`config.mk`:
```
export PLATFORM = sky130hd
export DESIGN_NAME = wdog_ctrl
export DESIGN_NICKNAME = d
export VERILOG_FILES = /design/src/rtl/wdog_pkg.sv /design/src/rtl/wdog_unlock.sv /design/src/rtl/wdog_prescaler.sv /design/src/rtl/wdog_timeout.sv /design/src/rtl/wdog_ctrl.sv
export SDC_FILE = /design/constraint.sdc
export NUM_CORES = 1
export LEC_CHECK = 0
export BUFFER_PORTS_ARGS = -buffer_cell sky130_fd_sc_hd__buf_2
export CAP_MARGIN = 20
export CORE_UTILIZATION = 54
export DETAILED_ROUTE_END_ITERATION = 10
export PLACE_DENSITY = 0.76
export SKIP_LAST_GASP = 1
export SLEW_MARGIN = 20
export SYNTH_ARGS = -nofsm -noshare
export SYNTH_HDL_FRONTEND = slang
export SYNTH_SLANG_ARGS = --single-unit
```
`constraint.sdc`:
```
create_clock -name clk -period 3.4 [get_ports clk]
set_clock_uncertainty 0.2 [all_clocks]
set_input_delay 0.34 -clock clk [delete_from_list [all_inputs] [get_ports clk]]
set_output_delay 0.34 -clock clk [all_outputs]
set_load 0.01 [all_outputs]
```
`src/rtl/wdog_pkg.sv`:
```
package wdog_pkg;

    localparam int SEL_W    = 4;
    localparam int FLAG_BIT = 7;
    localparam int EN_BIT   = 5;

    typedef struct packed {
        logic             en;
        logic [SEL_W-1:0] sel;
    } ctl_t;

    localparam ctl_t CTL_RESET = '{en: 1'b0, sel: 4'd4};

    typedef enum logic [1:0] {
        UL_IDLE = 2'd0,
        UL_ONE  = 2'd1,
        UL_TWO  = 2'd2,
        UL_OPEN = 2'd3
    } unlock_st_e;

    function automatic logic [7:0] pack_ctl(input logic flag, input ctl_t c);
        logic [7:0] v;
        v            = '0;
        v[FLAG_BIT]  = flag;
        v[EN_BIT]    = c.en;
        v[SEL_W-1:0] = c.sel;
        return v;
    endfunction

endpackage

```
`src/rtl/wdog_unlock.sv`:
```
module wdog_unlock
    import wdog_pkg::*;
#(
    parameter logic [7:0] KEY0 = 8'h55,
    parameter logic [7:0] KEY1 = 8'hAA,
    parameter logic [7:0] KEY2 = 8'h5A
) (
    input  logic       clk,
    input  logic       rst,
    input  logic       key_wr,
    input  logic [7:0] key_byte,
    input  logic       ctl_wr,
    output logic       unlocked
);

    unlock_st_e st_q, st_d;
    logic       is_first;

    assign is_first = (key_byte == KEY0);

    always_comb begin
        st_d = st_q;
        if (key_wr) begin
            unique case (st_q)
                UL_IDLE: st_d = is_first ? UL_ONE : UL_IDLE;
                UL_ONE:  st_d = (key_byte == KEY1) ? UL_TWO :
                                (is_first ? UL_ONE : UL_IDLE);
                UL_TWO:  st_d = (key_byte == KEY2) ? UL_OPEN :
                                (is_first ? UL_ONE : UL_IDLE);
                UL_OPEN: st_d = is_first ? UL_ONE : UL_IDLE;
                default: st_d = UL_IDLE;
            endcase
        end else if (ctl_wr && st_q == UL_OPEN) begin
            st_d = UL_IDLE;
        end
    end

    always_ff @(posedge clk) begin
        if (rst) st_q <= UL_IDLE;
        else     st_q <= st_d;
    end

    assign unlocked = (st_q == UL_OPEN);

endmodule

```
`src/rtl/wdog_prescaler.sv`:
```
module wdog_prescaler
    import wdog_pkg::*;
(
    input  logic             clk,
    input  logic             clear,
    input  logic             tick,
    input  logic [SEL_W-1:0] sel,
    output logic             step
);

    localparam int PRE_W = (1 << SEL_W) - 1;

    logic [PRE_W-1:0] pre_q;
    logic [PRE_W-1:0] mask;

    assign mask = ~({PRE_W{1'b1}} << sel);
    assign step = tick && ((pre_q & mask) == mask);

    always_ff @(posedge clk) begin
        if (clear)     pre_q <= '0;
        else if (tick) pre_q <= pre_q + 1'b1;
    end

endmodule

```
`src/rtl/wdog_timeout.sv`:
```
module wdog_timeout #(
    parameter int CNT_W        = 8,
    parameter int PULSE_CYCLES = 4
) (
    input  logic             clk,
    input  logic             rst,
    input  logic             clear,
    input  logic             step,
    output logic             overflow,
    output logic [CNT_W-1:0] cnt,
    output logic             req
);

    localparam int PW = $clog2(PULSE_CYCLES + 1);

    logic [CNT_W-1:0] cnt_q;
    logic [PW-1:0]    pulse_q;

    assign overflow = step && (cnt_q == '1);

    always_ff @(posedge clk) begin
        if (clear)     cnt_q <= '0;
        else if (step) cnt_q <= cnt_q + 1'b1;
    end

    always_ff @(posedge clk) begin
        if (rst)                 pulse_q <= '0;
        else if (overflow)       pulse_q <= PW'(PULSE_CYCLES);
        else if (pulse_q != '0)  pulse_q <= pulse_q - 1'b1;
    end

    assign cnt = cnt_q;
    assign req = (pulse_q != '0);

endmodule

```
`src/rtl/wdog_ctrl.sv`:
```
module wdog_ctrl
    import wdog_pkg::*;
#(
    parameter int         CNT_W        = 8,
    parameter int         PULSE_CYCLES = 4,
    parameter logic [7:0] KEY_ADDR     = 8'hF7,
    parameter logic [7:0] CTL_ADDR     = 8'hB6,
    parameter logic [7:0] RFR_ADDR     = 8'hB7,
    parameter logic [7:0] REFRESH_KEY  = 8'h55
) (
    input  logic       clk,
    input  logic       rst,
    input  logic       sys_rst,
    input  logic       tick,
    input  logic       fuse_off,
    input  logic [7:0] addr,
    input  logic [7:0] wdata,
    input  logic       wr,
    input  logic       rd,
    output logic [7:0] rdata,
    output logic       wdt_rst_req
);

    logic             blk_rst;
    logic             key_wr, ctl_wr, rfr_wr, refresh_hit;
    logic             unlocked;
    logic             ctl_take;
    ctl_t             ctl_q;
    logic             flag_q;
    logic             run;
    logic             cnt_clear;
    logic             step;
    logic             overflow;
    logic [CNT_W-1:0] cnt;
    logic [7:0]       rd_mux;

    assign blk_rst     = rst | sys_rst;
    assign key_wr      = wr && (addr == KEY_ADDR);
    assign ctl_wr      = wr && (addr == CTL_ADDR);
    assign rfr_wr      = wr && (addr == RFR_ADDR);
    assign refresh_hit = rfr_wr && (wdata == REFRESH_KEY);
    assign ctl_take    = ctl_wr && unlocked;

    wdog_unlock u_unlock (
        .clk      (clk),
        .rst      (blk_rst),
        .key_wr   (key_wr),
        .key_byte (wdata),
        .ctl_wr   (ctl_wr),
        .unlocked (unlocked)
    );

    always_ff @(posedge clk) begin
        if (blk_rst) begin
            ctl_q <= CTL_RESET;
        end else if (ctl_take) begin
            ctl_q.en  <= wdata[EN_BIT];
            ctl_q.sel <= wdata[SEL_W-1:0];
        end
    end

    always_ff @(posedge clk) begin
        if (rst)                              flag_q <= 1'b0;
        else if (overflow)                    flag_q <= 1'b1;
        else if (ctl_take && !wdata[FLAG_BIT]) flag_q <= 1'b0;
    end

    assign run       = ctl_q.en && !fuse_off;
    assign cnt_clear = blk_rst || !run || refresh_hit;

    wdog_prescaler u_pre (
        .clk   (clk),
        .clear (cnt_clear),
        .tick  (tick),
        .sel   (ctl_q.sel),
        .step  (step)
    );

    wdog_timeout #(
        .CNT_W        (CNT_W),
        .PULSE_CYCLES (PULSE_CYCLES)
    ) u_tmo (
        .clk      (clk),
        .rst      (blk_rst),
        .clear    (cnt_clear),
        .step     (step),
        .overflow (overflow),
        .cnt      (cnt),
        .req      (wdt_rst_req)
    );

    always_comb begin
        if (addr == CTL_ADDR) rd_mux = pack_ctl(flag_q, ctl_q);
        else                  rd_mux = 8'h00;
    end

    always_ff @(posedge clk) begin
        if (blk_rst) rdata <= 8'h00;
        else if (rd) rdata <= rd_mux;
    end

endmodule

```
==> results.py, run 1 <==
metrics = {
    "hold_path": {
        "worst_hold_path.endpoint": "ctl_q[0]$_SDFFE_PP0P_",
        "hold_path_class": "in2reg",
        "worstHoldPathCells": 3,
        "min_from": "wdata[0]",
    },
    "floorplanning": {
        "core_area_mm2": 0.00372,
        "start_util": 0.570,
        "rows": 22,
        "die_y_um": 64.7,
        "fp.dieArea_mm2": 0.00418,
        "io_pins": 32,
        "die_w_um": 64.7,
    },
    "clocking": {
        "cts_tree": "done",
        "cts.sinks": 40,
        "cts_buffers": 5,
        "clock_path_buffers": 2,
        "htreeDepth": 2,
        "cts_resized": 0,
        "clkTransAtPathRegs_ns": 0.08,
        "insertion_delay_ns": 0.30,
        "clock-root-buffer": "clkbuf_8",
    },
    "critical_path": {
        "crit_fanout": 23,
        "start_kind": "input pin",
        "cp_slowest_stage_delay_ns": 0.54,
        "r2r_setup_slack_ns": 0.72,
        "crit_path_end_kind": "flop",
        "arrival_ns": 2.72,
        "path_buf_inv": 2,
        "ff2ff_path_depth": 5,
        "crit_type": "in2reg",
        "crit_start": "rst",
        "cpMaxStageDelayCell": "dlygate4sd3_1",
        "cp_num_cells": 7,
        "reg2reg_to": "u_tmo.cnt[5]$_SDFFE_PP0P_",
        "path_cells": "dlygate4sd3_1 > buf_2 > or2_2 > or3b_2 > a21o_1 > nor2_1 > mux2_2",
        "path_delay_family": "simple AND/OR/NAND/NOR gates",
        "worstPathRequired_ns": 3.44,
        "r2r-start": "ctl_q[2]$_SDFFE_PP1P_",
    },
    "sta": {
        "setup_violations": 0,
        "fmax_mhz": 373,
        "slew_violations": 0,
        "setup_ws_ns": 0.716,
        "hold_slack_ns": 0.109,
        "relSlewSlack": 0.515,
        "rsz0062_at_grt": "false",
        "fin_setup_tns_ns": 0,
        "hold_violations": 0,
        "worstMarginPinSlew_ns": 0.728,
        "period_needed_ns": 2.68,
        "finalCritPeriodShare": 0.790,
    },
    "grt": {
        "grt_max_degree": 24,
        "grtUsageMet1": 0.267,
        "track_usage": 0.211,
        "grt_overflow": 0,
        "grt_pass1_wl_um": 6820,
        "grtUsageMet3": 0.0511,
        "antenna_found_initial": 0,
        "busiest_layer": "met2",
        "grt_use_met2": 0.334,
        "grt_pass1_vias": 1549,
    },
    "logic_synthesis": {
        "synthFlopType": "dfxtp_1",
        "yosysTopAreaCell": "dfxtp_1",
        "synth.distinct_cells": 45,
        "avgSynthCellArea_um2": 8.22,
        "ys_warn_count": 0,
        "netlist_instances": 258,
        "synth_top_area_frac": 0.378,
        "synth-async-reset-ratio": 0,
        "ys_ff_latch": 40,
        "ys_seq_area_frac": 0.378,
        "synth-edff-count": 0,
        "ys_top_cells_by_area": "dfxtp_1 38%, nor2_1 6.2%, a21oi_1 5.2%",
        "netlist_area_mm2": 0.00212,
    },
    "final_layout": {
        "n_antenna_cell": 0,
        "drive_gt1_frac": 0.163,
        "design_area_mm2": 0.00234,
        "nets": 312,
        "fillers": 325,
        "synthToLayoutAreaGrowth_pct": 10.5,
    },
    "pwr": {
        "switching_share": 0.223,
        "leakage_nw": 0.901,
        "p_seq_frac": 0.582,
        "powerDensity_mw_per_mm2": 343,
        "p_clk_frac": 0.382,
        "p_switching_w": 0.000180,
        "comb_power_share": 0.037,
        "peakVddDrop_v": 0.000253,
        "p_int_w": 0.000625,
    },
    "place": {
        "gp_congestion": 0.884,
        "pre_cts_slack_ns": 0.769,
        "dp.final_hpwl_um": 2890,
        "dpl_cell_area_mm2": 0.00224,
        "port_buffers": 29,
    },
    "drt": {
        "firstDrtPassIters": 4,
        "num_vias": 1763,
        "wirelength_um": 3910,
        "viasPerCell": 5.34,
        "drtAntennaViolNets": 0,
        "wl_per_cell_um": 11.8,
        "drc": 0,
        "dr.first_iter.drc_count": 71,
    },
    "run_status": {
        "status": "complete, no violations",
    },
    "flow_run": {
        "maxCapViolCount": 0,
    },
}
worst min-delay path, stage by stage:
cell and delay [ns]:
buf_2 0.10, mux2i_1 0.06, nor2_1 0.07
kinds of logic (layout without fill, tap and decap cells):
group | after synthesis | in the layout | share of synthesized area
and+or+nand+nor | 113 | 113 | 0.285
AOI/OAI and AO/OA | 45 | 45 | 0.130
DFF | 40 | 40 | 0.378
buffers and inverters | 30 | 53 | 0.0661
xor gates and xnor gates | 13 | 13 | 0.0537
adders and majority gates | 8 | 8 | 0.0472
muxes | 8 | 8 | 0.0384
other | 1 | 2 | 0.00177
Yosys cell counts, drive strengths merged, types with 7 or more instances:
cell   instances
mux2i          7
buf            9
ha             8
xor2          10
nor2          35
a21oi         24
inv           15
o21ai          8
dfxtp         40
nand2         18
nand3          8
per-stage QoR:
step / cells / util / total power (W)
finish: 330 / 0.630 / 0.000804
global route: 330 / 0.630 / 0.000838
CTS: 330 / 0.630 / 0.000813
detailed placement: 321 / 0.604 / 0.000508
global placement: 321 / 0.604 / 0.000507
floorplan: 259 / - / 0.000492
how the worst max path moves through the flow:
stage,to
2_1_floorplan,u_tmo.cnt[5]$_SDFFE_PP0P_
3_3_place_gp,u_tmo.cnt[5]$_SDFFE_PP0P_
3_5_place_dp,u_tmo.cnt[5]$_SDFFE_PP0P_
4_1_cts,u_tmo.cnt[5]$_SDFFE_PP0P_
5_1_grt,u_tmo.cnt[5]$_SDFFE_PP0P_
6_report,u_tmo.cnt[5]$_SDFFE_PP0P_
state kept, by name (all words and copies together) (netlist names):
| name | cells |
|---|---|
| ctl_q | 5 |
| u_pre.pre_q | 15 |
| rdata | 6 |
| flag_q | 1 |
| u_unlock.st_q | 2 |
| u_tmo.cnt | 8 |
| u_tmo.pulse_q | 3 |
layout by cell type (no fill, tap or decap), types with 8 or more instances in the layout:
| master | n |
|---|---|
| nand3_1 | 8 |
| xor2_1 | 10 |
| a21oi_1 | 22 |
| ha_1 | 8 |
| nand2_1 | 18 |
| dfxtp_1 | 40 |
| inv_1 | 14 |
| nor2_1 | 35 |
| o21ai_0 | 8 |
| buf_2 | 29 |
power groups by stage:
stage	registers, W	logic [W]	clock network, W
global placement	0.000479	0.0000284	0
detailed placement	0.000479	0.0000286	0
finish	0.000468	0.0000295	0.000307
floorplan	0.000479	0.0000133	0
global route	0.000468	0.0000328	0.000337
CTS	0.000468	0.0000294	0.000315
cell type report:
cell class              instances  area (um^2)  area share
inverters                      15         56.3      0.0240
repair buffers                 30          155      0.0662
flip-flops and latches         40          801       0.342
well taps                      48         60.1      0.0256
clock inverters                 3         18.8     0.00801
multi-input cells             189         1180       0.505
clock buffers                   5         68.8      0.0294
per-layer routing:
layer	share of wire	vias up
met3	0.027	7
met1	0.50	800
li1	-	938
met4	0.017	0
met5	0	-
met2	0.46	18
timing repair:
item | 4_1_cts | 5_1_grt
hold endpoints to repair | 1 | 0
endpoints found under the setup margin | 0 | 0
buffers inserted | 0 | 0
hold buffers | 1 | 0
Power figures use the tool's default switching activity.
==> run 2, diff against run 1 <==
ABC_AREA = 1   (was unset)
CORE_UTILIZATION = 51   (was 54)
PLACE_DENSITY = 0.75   (was 0.76)
clock period = 2.3 ns   (was 3.4 ns; I/O delays follow)
==> results.py, run 2 <==
metrics = {
    "drt": {
        "firstDrtPassIters": 4,
        "dr.first_iter.drc_count": 107,
        "wirelength_um": 4540,
        "viasPerCell": 5.14,
        "drc": 0,
        "routed.top_layer": "met4",
        "met3_length_um": 205,
        "m1WireLength_um": 2260,
        "drtAntennaViolNets": 0,
        "wl_per_cell_um": 11.2,
        "wl_met2_um": 2010,
        "num_vias": 2085,
    },
    "pwr": {
        "powerDensity_mw_per_mm2": 550,
        "leakage_nw": 1.06,
        "peakVddDrop_v": 0.000303,
        "p_total_w": 0.00142,
    },
    "sta": {
        "fin_setup_tns_ns": 0,
        "fmax_mhz": 493,
        "hold_violations": 0,
        "rsz0062_at_grt": "false",
        "setup_violations": 0,
        "period_needed_ns": 2.03,
        "finalCritPeriodShare": 0.882,
        "slew_violations": 0,
        "setup_ws_ns": 0.271,
    },
    "final_layout": {
        "n_antenna_cell": 0,
        "final_cell_mix": "67 x nand2_1, 40 x dfxtp_1, 39 x inv_1, 33 x a21oi_1, 29 x buf_2",
        "layout.cells.most_common": "nand2_1",
        "nets": 386,
        "drive_gt1_frac": 0.174,
        "synthToLayoutAreaGrowth_pct": 16.3,
        "largest_reg_flops": 15,
        "design_area_mm2": 0.00258,
        "largest-register": "u_pre.pre_q",
        "fin_cells": 406,
    },
    "critical_path": {
        "crit_fanout": 14,
        "path_cells": "dlygate4sd3_1 > buf_2 > nor2_1 > nand3_1 > nor2_1 > a31oi_4 > inv_2 > nor3b_1",
        "critPathMostFrequentCell": "nor2_1",
        "path_buf_inv": 3,
        "cpMaxStageDelayCell": "dlygate4sd3_1",
        "arrival_ns": 2.01,
        "crit_type": "in2reg",
        "cp_slowest_stage_delay_ns": 0.54,
        "path_delay_family": "buffers and inverters",
        "start_kind": "input pin",
        "crit_path_end_kind": "flop",
        "r2r-start": "u_pre.pre_q[0]$_SDFFE_PP0P_",
        "crit_start": "wdata[5]",
        "worstPathRequired_ns": 2.28,
    },
    "place": {
        "dp.final_hpwl_um": 3340,
        "port_buffers": 29,
        "dpl.cell_count": 393,
        "gp_congestion": 0.824,
        "pre_cts_slack_ns": 0.546,
        "dpl_cell_area_mm2": 0.00241,
    },
    "logic_synthesis": {
        "synth-async-reset-ratio": 0,
        "avgSynthCellArea_um2": 7.01,
        "yosysTopAreaCell": "dfxtp_1",
        "netlist_instances": 317,
        "synth.most_common_cell": "nand2_1",
        "synth-edff-count": 0,
        "netlist_area_mm2": 0.00222,
        "ys_warn_count": 0,
        "synth.distinct_cells": 35,
        "ys_seq_area_frac": 0.360,
        "ys_ff_latch": 40,
        "synth_top_area_frac": 0.360,
        "synthFlopType": "dfxtp_1",
        "synth_commonest_cells": "67 x nand2_1, 40 x dfxtp_1, 39 x inv_1, 33 x a21oi_1, 28 x nor2_1",
        "ys_top_cells_by_area": "dfxtp_1 36%, nand2_1 11%, a21oi_1 7.4%",
    },
    "hold_path": {
        "min_from": "tick",
        "hold_path_class": "in2reg",
    },
    "floorplanning": {
        "start_util": 0.544,
        "core_area_mm2": 0.00409,
        "die_y_um": 68.0,
        "io_pins": 32,
        "fp.dieArea_mm2": 0.00463,
        "rows": 23,
        "die_w_um": 68.0,
    },
    "clocking": {
        "htreeDepth": 2,
        "clkTransAtPathRegs_ns": 0.07,
        "clock-root-buffer": "clkbuf_8",
        "clock_path_buffers": 2,
        "cts_setup_buffers": 0,
        "cts.sinks": 40,
        "cts_tree": "done",
        "cts_buffers": 5,
        "insertion_delay_ns": 0.30,
    },
    "run_status": {
        "status": "complete, no violations",
    },
    "grt": {
        "grt_overflow": 0,
        "grt_pass1_vias": 1790,
        "grt_max_degree": 15,
        "antenna_found_initial": 0,
        "track_usage": 0.216,
        "grt_pass1_wl_um": 7480,
    },
    "flow_run": {
        "maxCapViolCount": 0,
    },
}
[run 2: final timing paths]
kind | endpoint | cells past startpoint | slack (ns)
max | u_pre.pre_q[2]$_SDFFE_PP0P_ | 8 | 0.27
max reg2reg | u_pre.pre_q[14]$_SDFFE_PP0P_ | 10 | 0.52
min reg2reg | rdata[7]$_SDFFE_PP0P_ | 2 | 0.27
min | u_pre.pre_q[0]$_SDFFE_PP0P_ | 2 | 0.02
[run 2: layout make-up]
type / count / area (um^2)
Clock buffer: 7 / 96.3
Clock inverter: 1 / 30.0
Fill cell: 357 / 1500
Inverter: 44 / 166
Multi-Input combinational cell: 228 / 1220
Sequential cell: 40 / 801
Tap cell: 50 / 62.6
Timing Repair Buffer: 36 / 210
[run 2: metal layers]
metal  GRT usage  up-vias
met5           0        -
met4      0.0964        0
met3      0.0583        8
met2       0.344       48
met1       0.270      929
li1            -     1100
[run 2: cell families (layout without fill, tap and decap cells)]
kind of cell	Yosys count	in the layout	share of synthesized area
compound gates	57	57	0.137
xor+xnor	8	8	0.0315
fa+ha+maj	8	8	0.0450
buf+inv	50	88	0.0934
flops	40	40	0.360
other cells	1	2	0.00169
simple gates	153	153	0.331
[run 2: where the power goes]
group          leakage (nW)  switching [W]  internal [W]  total [W]
clock                0.0645       0.000247      0.000383   0.000630
sequential            0.323     0.00000370      0.000699   0.000702
combinational         0.676      0.0000497     0.0000412  0.0000909
total                  1.06       0.000300       0.00112    0.00142
[run 2: stage by stage]
stage / utilization / hold slack, ns
2_1_floorplan: - / 0.0991
3_3_place_gp: 0.589 / 0.218
3_5_place_dp: 0.589 / 0.221
4_1_cts: 0.633 / 0.00329
5_1_grt: 0.633 / 0.0244
6_report: 0.633 / 0.0187
[run 2: repair_timing]
item	4_1_cts	5_1_grt
hold buffers	5	0
endpoints found under the setup margin	0	0
hold endpoints to repair	5	0
resized for setup	0	0
[run 2: worst register-to-register path, cell delays in order, from the launching register on]
cell,delay [ns]
dfxtp_1,0.39
ha_1,0.20
nand3_2,0.09
nor2_2,0.14
nand3_2,0.13
nor2_2,0.18
nand3_2,0.10
nor2_2,0.11
nand2_1,0.07
nand2_1,0.05
nor2_1,0.04
